===== config.mk =====
export PLATFORM = sky130hd
export DESIGN_NAME = posted_cas_pipe
export DESIGN_NICKNAME = d
export VERILOG_FILES = /design/src/rtl/pcas_pkg.sv /design/src/rtl/pcas_bank_timer.sv /design/src/rtl/pcas_issue_check.sv /design/src/rtl/pcas_delay_line.sv /design/src/rtl/posted_cas_pipe.sv
export SDC_FILE = /design/constraint.sdc
export NUM_CORES = 1
export LEC_CHECK = 0
export ABC_AREA = 1
export BUFFER_PORTS_ARGS = -buffer_cell sky130_fd_sc_hd__buf_2
export CAP_MARGIN = 10
export CORE_UTILIZATION = 60
export CTS_CLUSTER_SIZE = 14
export DETAILED_ROUTE_END_ITERATION = 12
export PLACE_DENSITY = 0.78
export SLEW_MARGIN = 0
export SYNTH_ARGS = -nofsm -noshare
export SYNTH_HDL_FRONTEND = slang
export SYNTH_SLANG_ARGS = --single-unit

===== constraint.sdc =====
create_clock -name clk -period 6.45 [get_ports clk]
set_input_delay 0.645 -clock clk [delete_from_list [all_inputs] [get_ports clk]]
set_output_delay 0.645 -clock clk [all_outputs]
set_load 0.01 [all_outputs]

===== src/rtl/pcas_pkg.sv =====
`timescale 1ns/1ps
package pcas_pkg;

    localparam int unsigned CMD_W = 3;

    localparam logic [CMD_W-1:0] CMD_IDLE = 3'd0;
    localparam logic [CMD_W-1:0] CMD_OPEN = 3'd1;
    localparam logic [CMD_W-1:0] CMD_RD   = 3'd2;
    localparam logic [CMD_W-1:0] CMD_WR   = 3'd3;
    localparam logic [CMD_W-1:0] CMD_SHUT = 3'd4;

    // One stage of the column delay line
    typedef struct packed {
        logic vld;
        logic wr;
    } slot_t;

    // Result of checking the command presented this cycle
    typedef struct packed {
        logic fwd;
        logic early;
        logic closed;
        logic turn;
    } verdict_t;

    function automatic logic is_column(input logic [CMD_W-1:0] c);
        return (c == CMD_RD) || (c == CMD_WR);
    endfunction

endpackage


===== src/rtl/pcas_bank_timer.sv =====
`timescale 1ns/1ps
module pcas_bank_timer #(
    parameter int unsigned TRCD_MAX = 31,
    parameter int unsigned G_W      = 5,
    localparam int unsigned TRCD_W  = $clog2(TRCD_MAX + 1)
) (
    input  logic              clk,
    input  logic              rst,
    input  logic              open_req_i,
    input  logic              shut_req_i,
    input  logic              rd_load_i,
    input  logic [G_W-1:0]    guard_load_i,
    output logic              open_o,
    output logic [TRCD_W-1:0] elapsed_o,
    output logic [G_W-1:0]    guard_o
);
    logic              open_q;
    logic [TRCD_W-1:0] cnt_q;
    logic [G_W-1:0]    guard_q;
    logic [G_W-1:0]    guard_dec;

    assign guard_dec = (guard_q == '0) ? '0 : guard_q - G_W'(1);

    always_ff @(posedge clk) begin
        if (rst) begin
            open_q  <= 1'b0;
            cnt_q   <= '0;
            guard_q <= '0;
        end else begin
            if (open_req_i) begin
                open_q <= 1'b1;
            end else if (shut_req_i) begin
                open_q <= 1'b0;
            end

            if (open_req_i) begin
                cnt_q <= TRCD_W'(1);
            end else if (open_q && (cnt_q != TRCD_W'(TRCD_MAX))) begin
                cnt_q <= cnt_q + TRCD_W'(1);
            end

            if (rd_load_i && (guard_load_i > guard_dec)) begin
                guard_q <= guard_load_i;
            end else begin
                guard_q <= guard_dec;
            end
        end
    end

    assign open_o    = open_q;
    assign elapsed_o = cnt_q;
    assign guard_o   = guard_q;
endmodule


===== src/rtl/pcas_issue_check.sv =====
`timescale 1ns/1ps
module pcas_issue_check
    import pcas_pkg::*;
#(
    parameter int unsigned TRCD_W = 5,
    parameter int unsigned G_W    = 5
) (
    input  logic [CMD_W-1:0]  cmd_i,
    input  logic              open_i,
    input  logic [TRCD_W-1:0] elapsed_i,
    input  logic [G_W-1:0]    guard_i,
    input  logic              al_nonzero_i,
    input  logic [TRCD_W-1:0] trcd_i,
    input  logic [G_W-1:0]    wl_i,
    output verdict_t          verdict_o
);
    logic col;
    logic one_short;

    assign col       = is_column(cmd_i);
    assign one_short = (trcd_i != '0) && (elapsed_i == trcd_i - TRCD_W'(1));

    always_comb begin
        verdict_o        = '0;
        verdict_o.closed = col && !open_i;
        verdict_o.fwd    = col && open_i;
        verdict_o.early  = verdict_o.fwd && (elapsed_i < trcd_i)
                           && !(al_nonzero_i && one_short);
        verdict_o.turn   = verdict_o.fwd && (cmd_i == CMD_WR) && (wl_i < guard_i);
    end
endmodule


===== src/rtl/pcas_delay_line.sv =====
`timescale 1ns/1ps
module pcas_delay_line
    import pcas_pkg::*;
#(
    parameter int unsigned DEPTH  = 20,
    parameter int unsigned BANK_W = 2,
    localparam int unsigned IDX_W = $clog2(DEPTH)
) (
    input  logic              clk,
    input  logic              rst,
    input  logic              in_vld_i,
    input  logic              in_wr_i,
    input  logic [BANK_W-1:0] in_bank_i,
    input  logic [IDX_W-1:0]  tap_stb_i,
    input  logic [IDX_W-1:0]  tap_rd_i,
    output logic              stb_o,
    output logic              stb_wr_o,
    output logic [BANK_W-1:0] stb_bank_o,
    output logic              rd_valid_o,
    output logic              wr_cap_o
);
    slot_t             sr   [DEPTH];
    logic [BANK_W-1:0] bk   [DEPTH];

    always_ff @(posedge clk) begin
        if (rst) begin
            sr[0] <= '0;
            bk[0] <= '0;
        end else begin
            sr[0] <= '{vld: in_vld_i, wr: in_wr_i};
            bk[0] <= in_bank_i;
        end
    end

    for (genvar s = 1; s < DEPTH; s++) begin : g_stage
        always_ff @(posedge clk) begin
            if (rst) begin
                sr[s] <= '0;
                bk[s] <= '0;
            end else begin
                sr[s] <= sr[s-1];
                bk[s] <= bk[s-1];
            end
        end
    end

    slot_t s_stb, s_wr2, s_rd1, s_rd2;
    logic [IDX_W-1:0] tap_wr2, tap_rd1;

    assign tap_wr2 = tap_stb_i + IDX_W'(1);
    assign tap_rd1 = tap_rd_i - IDX_W'(1);

    assign s_stb = sr[tap_stb_i];
    assign s_wr2 = sr[tap_wr2];
    assign s_rd1 = sr[tap_rd1];
    assign s_rd2 = sr[tap_rd_i];

    assign stb_o      = s_stb.vld;
    assign stb_wr_o   = s_stb.vld && s_stb.wr;
    assign stb_bank_o = s_stb.vld ? bk[tap_stb_i] : '0;
    assign wr_cap_o   = (s_stb.vld && s_stb.wr) || (s_wr2.vld && s_wr2.wr);
    assign rd_valid_o = (s_rd1.vld && !s_rd1.wr) || (s_rd2.vld && !s_rd2.wr);
endmodule


===== src/rtl/posted_cas_pipe.sv =====
`timescale 1ns/1ps
module posted_cas_pipe
    import pcas_pkg::*;
#(
    parameter int unsigned NUM_BANKS = 4,
    parameter int unsigned AL_MAX    = 4,
    parameter int unsigned CL_MAX    = 15,
    parameter int unsigned TRCD_MAX  = 31,
    localparam int unsigned BANK_W   = $clog2(NUM_BANKS),
    localparam int unsigned AL_W     = $clog2(AL_MAX + 1),
    localparam int unsigned CL_W     = $clog2(CL_MAX + 1),
    localparam int unsigned TRCD_W   = $clog2(TRCD_MAX + 1)
) (
    input  logic              clk,
    input  logic              rst,
    input  logic [CMD_W-1:0]  cmd_i,
    input  logic [BANK_W-1:0] bank_i,
    input  logic [AL_W-1:0]   cfg_al_i,
    input  logic [CL_W-1:0]   cfg_cl_i,
    input  logic [TRCD_W-1:0] cfg_trcd_i,
    output logic              col_strobe_o,
    output logic              col_wr_o,
    output logic [BANK_W-1:0] col_bank_o,
    output logic              rd_valid_o,
    output logic              wr_cap_o,
    output logic              early_err_o,
    output logic              closed_err_o,
    output logic              turn_err_o
);
    localparam int unsigned DEPTH     = AL_MAX + CL_MAX + 1;
    localparam int unsigned IDX_W     = $clog2(DEPTH);
    localparam int unsigned GUARD_MAX = AL_MAX + CL_MAX + 3;
    localparam int unsigned G_W       = $clog2(GUARD_MAX + 1);

    // Latency taps and turnaround constants
    logic [IDX_W-1:0] tap_stb, tap_rd;
    logic [G_W-1:0]   guard_load, wl_g;

    assign tap_stb    = IDX_W'(cfg_al_i);
    assign tap_rd     = IDX_W'(cfg_al_i) + IDX_W'(cfg_cl_i);
    assign guard_load = G_W'(tap_rd) + G_W'(3);
    assign wl_g       = G_W'(cfg_al_i) + G_W'(1);

    // Per-bank state
    logic [NUM_BANKS-1:0] bank_open;
    logic [TRCD_W-1:0]    bank_elapsed [NUM_BANKS];
    logic [G_W-1:0]       bank_guard   [NUM_BANKS];
    verdict_t             verdict;

    for (genvar b = 0; b < NUM_BANKS; b++) begin : g_bank
        logic hit;
        assign hit = (bank_i == BANK_W'(b));

        pcas_bank_timer #(
            .TRCD_MAX (TRCD_MAX),
            .G_W      (G_W)
        ) u_timer (
            .clk          (clk),
            .rst          (rst),
            .open_req_i   (hit && (cmd_i == CMD_OPEN)),
            .shut_req_i   (hit && (cmd_i == CMD_SHUT)),
            .rd_load_i    (hit && verdict.fwd && (cmd_i == CMD_RD)),
            .guard_load_i (guard_load),
            .open_o       (bank_open[b]),
            .elapsed_o    (bank_elapsed[b]),
            .guard_o      (bank_guard[b])
        );
    end

    pcas_issue_check #(
        .TRCD_W (TRCD_W),
        .G_W    (G_W)
    ) u_check (
        .cmd_i        (cmd_i),
        .open_i       (bank_open[bank_i]),
        .elapsed_i    (bank_elapsed[bank_i]),
        .guard_i      (bank_guard[bank_i]),
        .al_nonzero_i (cfg_al_i != '0),
        .trcd_i       (cfg_trcd_i),
        .wl_i         (wl_g),
        .verdict_o    (verdict)
    );

    pcas_delay_line #(
        .DEPTH  (DEPTH),
        .BANK_W (BANK_W)
    ) u_line (
        .clk        (clk),
        .rst        (rst),
        .in_vld_i   (verdict.fwd),
        .in_wr_i    (cmd_i == CMD_WR),
        .in_bank_i  (bank_i),
        .tap_stb_i  (tap_stb),
        .tap_rd_i   (tap_rd),
        .stb_o      (col_strobe_o),
        .stb_wr_o   (col_wr_o),
        .stb_bank_o (col_bank_o),
        .rd_valid_o (rd_valid_o),
        .wr_cap_o   (wr_cap_o)
    );

    // Error flags: one-cycle pulses after the offending command
    always_ff @(posedge clk) begin
        if (rst) begin
            early_err_o  <= 1'b0;
            closed_err_o <= 1'b0;
            turn_err_o   <= 1'b0;
        end else begin
            early_err_o  <= verdict.early;
            closed_err_o <= verdict.closed;
            turn_err_o   <= verdict.turn;
        end
    end
endmodule


==> summary.md, run 1 <==
| Metric | Value |
|---|---|
| Status | completed |
| GRT overflow | 0 |
| Tcrit/Tclk final | between 70 and 80% |
| Synth Register Bits | 103 |
| Post-synth top area share | a little under a third |
| Hold path depth | 2 |
| Die width | about 110 um |
| Share of async-settable or async-resettable flops after synthesis | 0% |
| FILL cells | slightly above 1,000 |
| Critical Path RT | 5.80 ns |
| Final hold vios | 0 |
| Port bufs | 27 |
| Layout Nets | 1,045 |
| Starting Density | between 60% and 70% |
| Row cnt | 37 |
| Synth Cell Area | about 0.0065 mm^2 |
| Clk slew on worst S/H paths | 0.10 ns |
| CTS Buffer Depth | 2 |
| Period minus WS final | 4.95 ns |
| Worst setup skew after layout | 0.0107 ns |
| Critical path peak fanout | 23 |
| Avg Inst Size Synth | around 6.7 um^2 |
| CTS tree | done |
| CTS sink count | roughly 100 |
| Main flop type after synthesis | dfxtp_1 |
| DR WL/cell | between 10 and 15 um |
| Antenna-violating nets left | 0 |
| Global-route wire length before repair | 26,300 um |
| Mapped Nets | between 1,000 and 1,500 |
| Die area | between 0.01 and 0.015 mm^2 |
| Peak VDD IR | about 0.17 mV |
| RePlAce Congestion | just under 1 |
| Endpoints failing setup | 0 |
| Critical path type | input pin to output port |
| Number of global-route vias before repair | roughly 5,700 |
| Layout area overhead | 6.72% |
| CP startpoint kind | input pin |
| Synth cell types | 45 |
| Ys Warns | 0 |
| Clock Latency Late Sink | roughly 0.40 ns |
| Power, Total | 2060 uW |
| Highest clock rate | just over 200 MHz |
| Detailed Place HPWL | roughly 12,000 um |
| Post_cts resized | 0 |
| Lkg Pwr | 0.00317 uW |
| DRT Pass-1 Iters | 5 |
| Vias per cell | around 5.5 |
| WP data arrival | 4.31 ns |
| Unrepaired setup endpoints after global routing | no |
| EDFF count, synth | 0 |
| Worst hold path class | flip-flop to flip-flop |
| Final slew viol count | 0 |
| N_diodes | 0 |
| Drt drc | 0 |
| Slew @ Worst Pin | 0.962 ns |
| DRT iter0 DRCs | between 400 and 500 |
| CTS buffer count | 9 |
| Die Ht | roughly 110 um |
| CP Capture Type | output port |
| Max Cap Viol | 0 |
| CTS H-tree lvls | 3 |
| Seq/Total Area, Yosys | a little under a third |
| Vias | approximately 6,200 |
| Ports | 28 |
| Antenna violations before repair | 0 |
| Core Area | between 0.01 and 0.015 mm^2 |
| Top post-synthesis cells by area | dfxtp_1 32%, nor2_1 9.3%, inv_1 9.2% |
| Power per cell area | ~300 mW/mm^2 |
| CTS Hold Bufs | 0 |
| Setup TNS | 0 ns |
| Root Driver | clkbuf_8 |
| Postcts setup bufs | 0 |
| Synth Instances | 965 |
| Drt total wl | around 16,000 um |
| All-Layer GR Usage | between 20% and 30% |
| Max_slew headroom | a little over a third |
| Largest net degree at the start of global routing | 64 |
| Reg2reg path depth | 13 |
| Share of cells above drive strength 1 | approximately 8.4% |
| Area leader, netlist | dfxtp_1 |
[report_power, final]
part	switching (uW)	internal (uW)	total [uW]
sequential	33.2	674	707
clock	242	195	436
combinational	604	311	916
[layer usage]
layer  up-vias  share of wire [%]  GRT usage, %
li1       3158                  -             -
met1      2798                 47          40.4
met2       224                 43          46.0
met3        31                7.7          5.69
met4         0                2.2          13.5
met5         -                  0             0
[synthesized netlist by cell type (all sizes together), types with 10 or more instances]
master    n
inv     167
nand2   163
nand3    73
a31oi    10
ha       43
clkbuf   15
a21oi    65
o21ai    49
nor2    170
nor3     11
xor2     12
dfxtp   103
nand4    10
[critical path, cell delays in order]
cell and delay, ns:
buf_2 0.32, ha_1 0.28, inv_1 0.07, fa_1 0.60, ha_1 0.81, clkinv_1 0.56
a21oi_1 0.24, o21ai_0 0.11, nand2_1 0.08, nand2_1 0.05, a31oi_1 0.17, nand4_1 0.13
nand3_1 0.11, buf_2 0.13
[path summary, 6_finish.rpt]
check                                                from                                       to  slack, ns
setup / recovery                              cfg_al_i[0]                               rd_valid_o       1.50
hold / removal                 u_line.bk[4][0]$_SDFF_PP0_               u_line.bk[5][0]$_SDFF_PP0_       0.43
setup reg to reg  g_bank[3].u_timer.guard_o[0]$_SDFF_PP0_  g_bank[3].u_timer.guard_o[2]$_SDFF_PP0_       4.15
hold reg to reg                u_line.bk[4][0]$_SDFF_PP0_               u_line.bk[5][0]$_SDFF_PP0_       0.43
[kinds of logic after synthesis]
family | count (synthesis) | share of synthesized area, %
adders and majority gates | 44 | 8.64
AOI/OAI and AO/OA | 172 | 16.4
and+or+nand+nor | 440 | 29.9
xor gates and xnor gates | 14 | 1.90
DFF | 103 | 31.9
buffers and inverters | 192 | 11.2
[registers in the layout, indices dropped and copies added (netlist names)]
register                  flops
u_line.sr                    40
g_bank.u_timer.elapsed_o     20
g_bank.u_timer.guard_o       20
u_line.bk                    16
g_bank.u_timer.open_o         4
closed_err_o                  1
early_err_o                   1
turn_err_o                    1
[metrics by stage]
| step | util, % | instance area [um^2] | worst slack [ns] | hold slack (ns) | cells |
|---|---|---|---|---|---|
| floorplan | - | 6460 | 2.56 | 0.399 | 965 |
| detailed placement | 64.5 | 6690 | 1.63 | 0.417 | 1107 |
| global placement | 64.5 | 6690 | 1.73 | 0.414 | 1107 |
| CTS | 66.5 | 6900 | 1.62 | 0.432 | 1123 |
| finish | 66.5 | 6900 | 1.50 | 0.426 | 1123 |
| global route | 66.5 | 6900 | 1.29 | 0.441 | 1123 |
[cell usage in the layout (no fill, tap or decap), drive strengths merged]
cell type and count:
a221oi 6, o211ai 1, a22o 2, ha 43
xor2 12, o22ai 9, nand3b 7, nand4 10
a22oi 3, nor3b 1, dfxtp 103, a31oi 10
xnor2 2, nor3 11, a21o 4, inv 169
o31ai 6, o21ai 49, fa 1, clkinv 4
clkbuf 11, nor4 2, or2 3, bufinv 1
nand3 73, o21a 1, buf 29, nand2 163
a21oi 65, nor2 170, o21bai 7, o311ai 9
[cell type report]
type	count	area, um^2	share of cell area (%)
Sequential cell	103	2060	29.9
Tap cell	136	170	2.47
Multi-Input combinational cell	670	3670	53.3
Inverter	169	634	9.20
Clock inverter	5	63.8	0.925
Clock buffer	11	141	2.05
Timing Repair Buffer	29	150	2.18
(Power assumes the default switching activity.)
==> run 2: changes to the inputs <==
- clock period: 6.45 -> 5.1 ns (I/O delays scaled with it)
==> run 2 against run 1 <==
  * First-iteration DRC count is 7.3% lower
  * Worst hold slack worse by 0.00062 ns
  * Via count up 0.85%
  * Die area stayed put
  * Flip-flop and latch count stayed put
  * Critical endpoint unchanged
  * Largest power group unchanged
==> summary.md, run 2 (same netlist as run 1, synthesis figures left out) <==
| Metric | Value |
|---|---|
| Status | completed |
| Layout Nets | roughly 1,000 |
| Peak VDD IR | between 0.2 and 0.25 mV |
| Lkg Pwr | 0.00319 uW |
| DRT Pass-1 Iters | 6 |
| Commonest non-fill, non-tap cell in the layout | nor2_1 |
| Critical Path RT | roughly 4.6 ns |
| Beginning of the worst hold path | u_line.bk[3][1]$_SDFF_PP0_ |
| Starting Density | roughly 62% |
| Most flops, register | u_line.sr |
| Power, Total | 2650 uW |
| GRT overflow | 0 |
| CTS Hold Bufs | 0 |
| WP data arrival | 3.54 ns |
| Max_slew headroom | between 50% and 60% |
| Met1 WL | just over 7000 um |
| DRT iter0 DRCs | about 430 |
| Final hold vios | 0 |
| Vias per cell | around 5.6 |
| Bufs and invs on worst path | 4 |
| Worst hold path class | flip-flop to flip-flop |
| CTS H-tree lvls | 3 |
| Top delay family on crit path | adder cells |
| Port bufs | 27 |
| CTS sink count | 103 |
| Placed cell areas | around 0.0067 mm^2 |
| Ports | 28 |
| Core Area | just over 0.01 mm^2 |
| Postcts setup bufs | 0 |
| Design area | 0.00694 mm^2 |
| Die Ht | about 110 um |
| Row cnt | 37 |
| Critical path launch point | cfg_al_i[0] |
| CTS tree | done |
| Die width | ~110 um |
| Setup TNS | 0 ns |
| CP startpoint kind | input pin |
| Unrepaired setup endpoints after global routing | no |
| Util after Layout | roughly two thirds |
| Met2 wire length | between 7000 and 8000 um |
| Share of cells above drive strength 1 | around 8.6% |
| Detailed Place HPWL | 11,600 um |
| Clk slew on worst S/H paths | 0.10 ns |
| Clock Latency Late Sink | about 0.39 ns |
| Critical path type | input pin to output port |
| CTS buffer count | 9 |
| Period minus WS final | 4.05 ns |
| All-Layer GR Usage | between 20 and 30% |
| Worst setup skew after layout | about 0.015 ns |
| Global-route wire length before repair | about 26,000 um |
| RePlAce Congestion | between 0.9 and 1 |
| Crit path cell chain | buf_2 -> ha_1 -> inv_1 -> fa_1 -> ha_1 -> clkinv_1 -> a21oi_1 -> o21ai_0 -> nand2_1 -> nand2_1 -> a31oi_1 -> nand4_1 -> nand3_1 -> buf_2 |
| Largest net degree at the start of global routing | 64 |
| Slowest stage delay, CP | between 0.6 and 0.7 ns |
| Max Cap Viol | 0 |
| Top sig layer | met4 |
| Worst r2r src | g_bank[0].u_timer.guard_o[0]$_SDFF_PP0_ |
| Post_cts resized | 0 |
| Vias | around 6,300 |
| Most frequent cells in the layout | 160 x nor2_1, 158 x inv_1, 157 x nand2_1 |
| CTS Buffer Depth | 2 |
| Max reg flops | 40 |
| Antenna violations before repair | 0 |
| Highest clock rate | 247 MHz |
| Root Driver | clkbuf_8 |
| Hold slack | approximately 0.43 ns |
| N_diodes | 0 |
| Layout area overhead | 7.34% |
| Antenna-violating nets left | 0 |
| Tcrit/Tclk final | between 70% and 80% |
| Slowest-stage cell, CP | fa_1 |
| CP Capture Type | output port |
| Final slew viol count | 0 |
| Slew @ Worst Pin | between 0.6 and 0.7 ns |
| Endpoints failing setup | 0 |
| Die area | 0.0112 mm^2 |
| Number of global-route vias before repair | ~5,500 |
| Power per cell area | roughly 380 mW/mm^2 |
| Drt total wl | ~16,000 um |
| Drt drc | 0 |
| Critical path peak fanout | 23 |
| DR WL/cell | 14.1 um |
| DR WL met3 | roughly 1200 um |
run 2: final cells by class:
cell class,count,area [um^2]
clock buffers,11,141
multi-input cells,670,3670
inverters,169,634
repair buffers,31,165
clock inverters,5,88.8
well taps,136,170
flip-flops and latches,103,2060
fillers,975,3430
run 2: final timing paths:
kind / slack [ns] / end / cells past startpoint
worst min-delay path: 0.43 / u_line.bk[4][1]$_SDFF_PP0_ / 2
worst min register to register: 0.43 / u_line.bk[4][1]$_SDFF_PP0_ / 2
worst max register to register: 2.87 / g_bank[0].u_timer.guard_o[2]$_SDFF_PP0_ / 13
worst max-delay path: 1.05 / rd_valid_o / 14
run 2: where the power goes:
group          total (uW)  internal (uW)  switching (uW)  leakage (uW)
logic                1160            399             758       0.00224
clock network         601            296             305      0.000116
registers             892            853            39.7      0.000835
total                2650           1550            1100       0.00319
run 2: layer usage:
layer / GRT usage [%] / up-vias
li1: - / 3165
met1: 41.1 / 2882
met2: 46.7 / 195
met3: 5.01 / 22
met4: 9.72 / 0
met5: 0 / -
run 2: stage by stage:
stage | setup WS, ns | cells
global placement | 1.13 | 1109
finish | 1.05 | 1125
CTS | 1.09 | 1125
floorplan | 1.48 | 965
detailed placement | 1.04 | 1109
global route | 0.855 | 1125
run 2: worst reg2reg max path: stages (launching register included):
cell,delay (ns)
dfxtp_1,0.32
inv_1,0.10
ha_1,0.26
nand3b_1,0.17
nand2_1,0.10
ha_1,0.30
nand2_1,0.07
inv_1,0.05
nand4_1,0.17
nor2_1,0.07
nor2_1,0.29
nand3_1,0.13
nand2_1,0.07
nor2_1,0.05
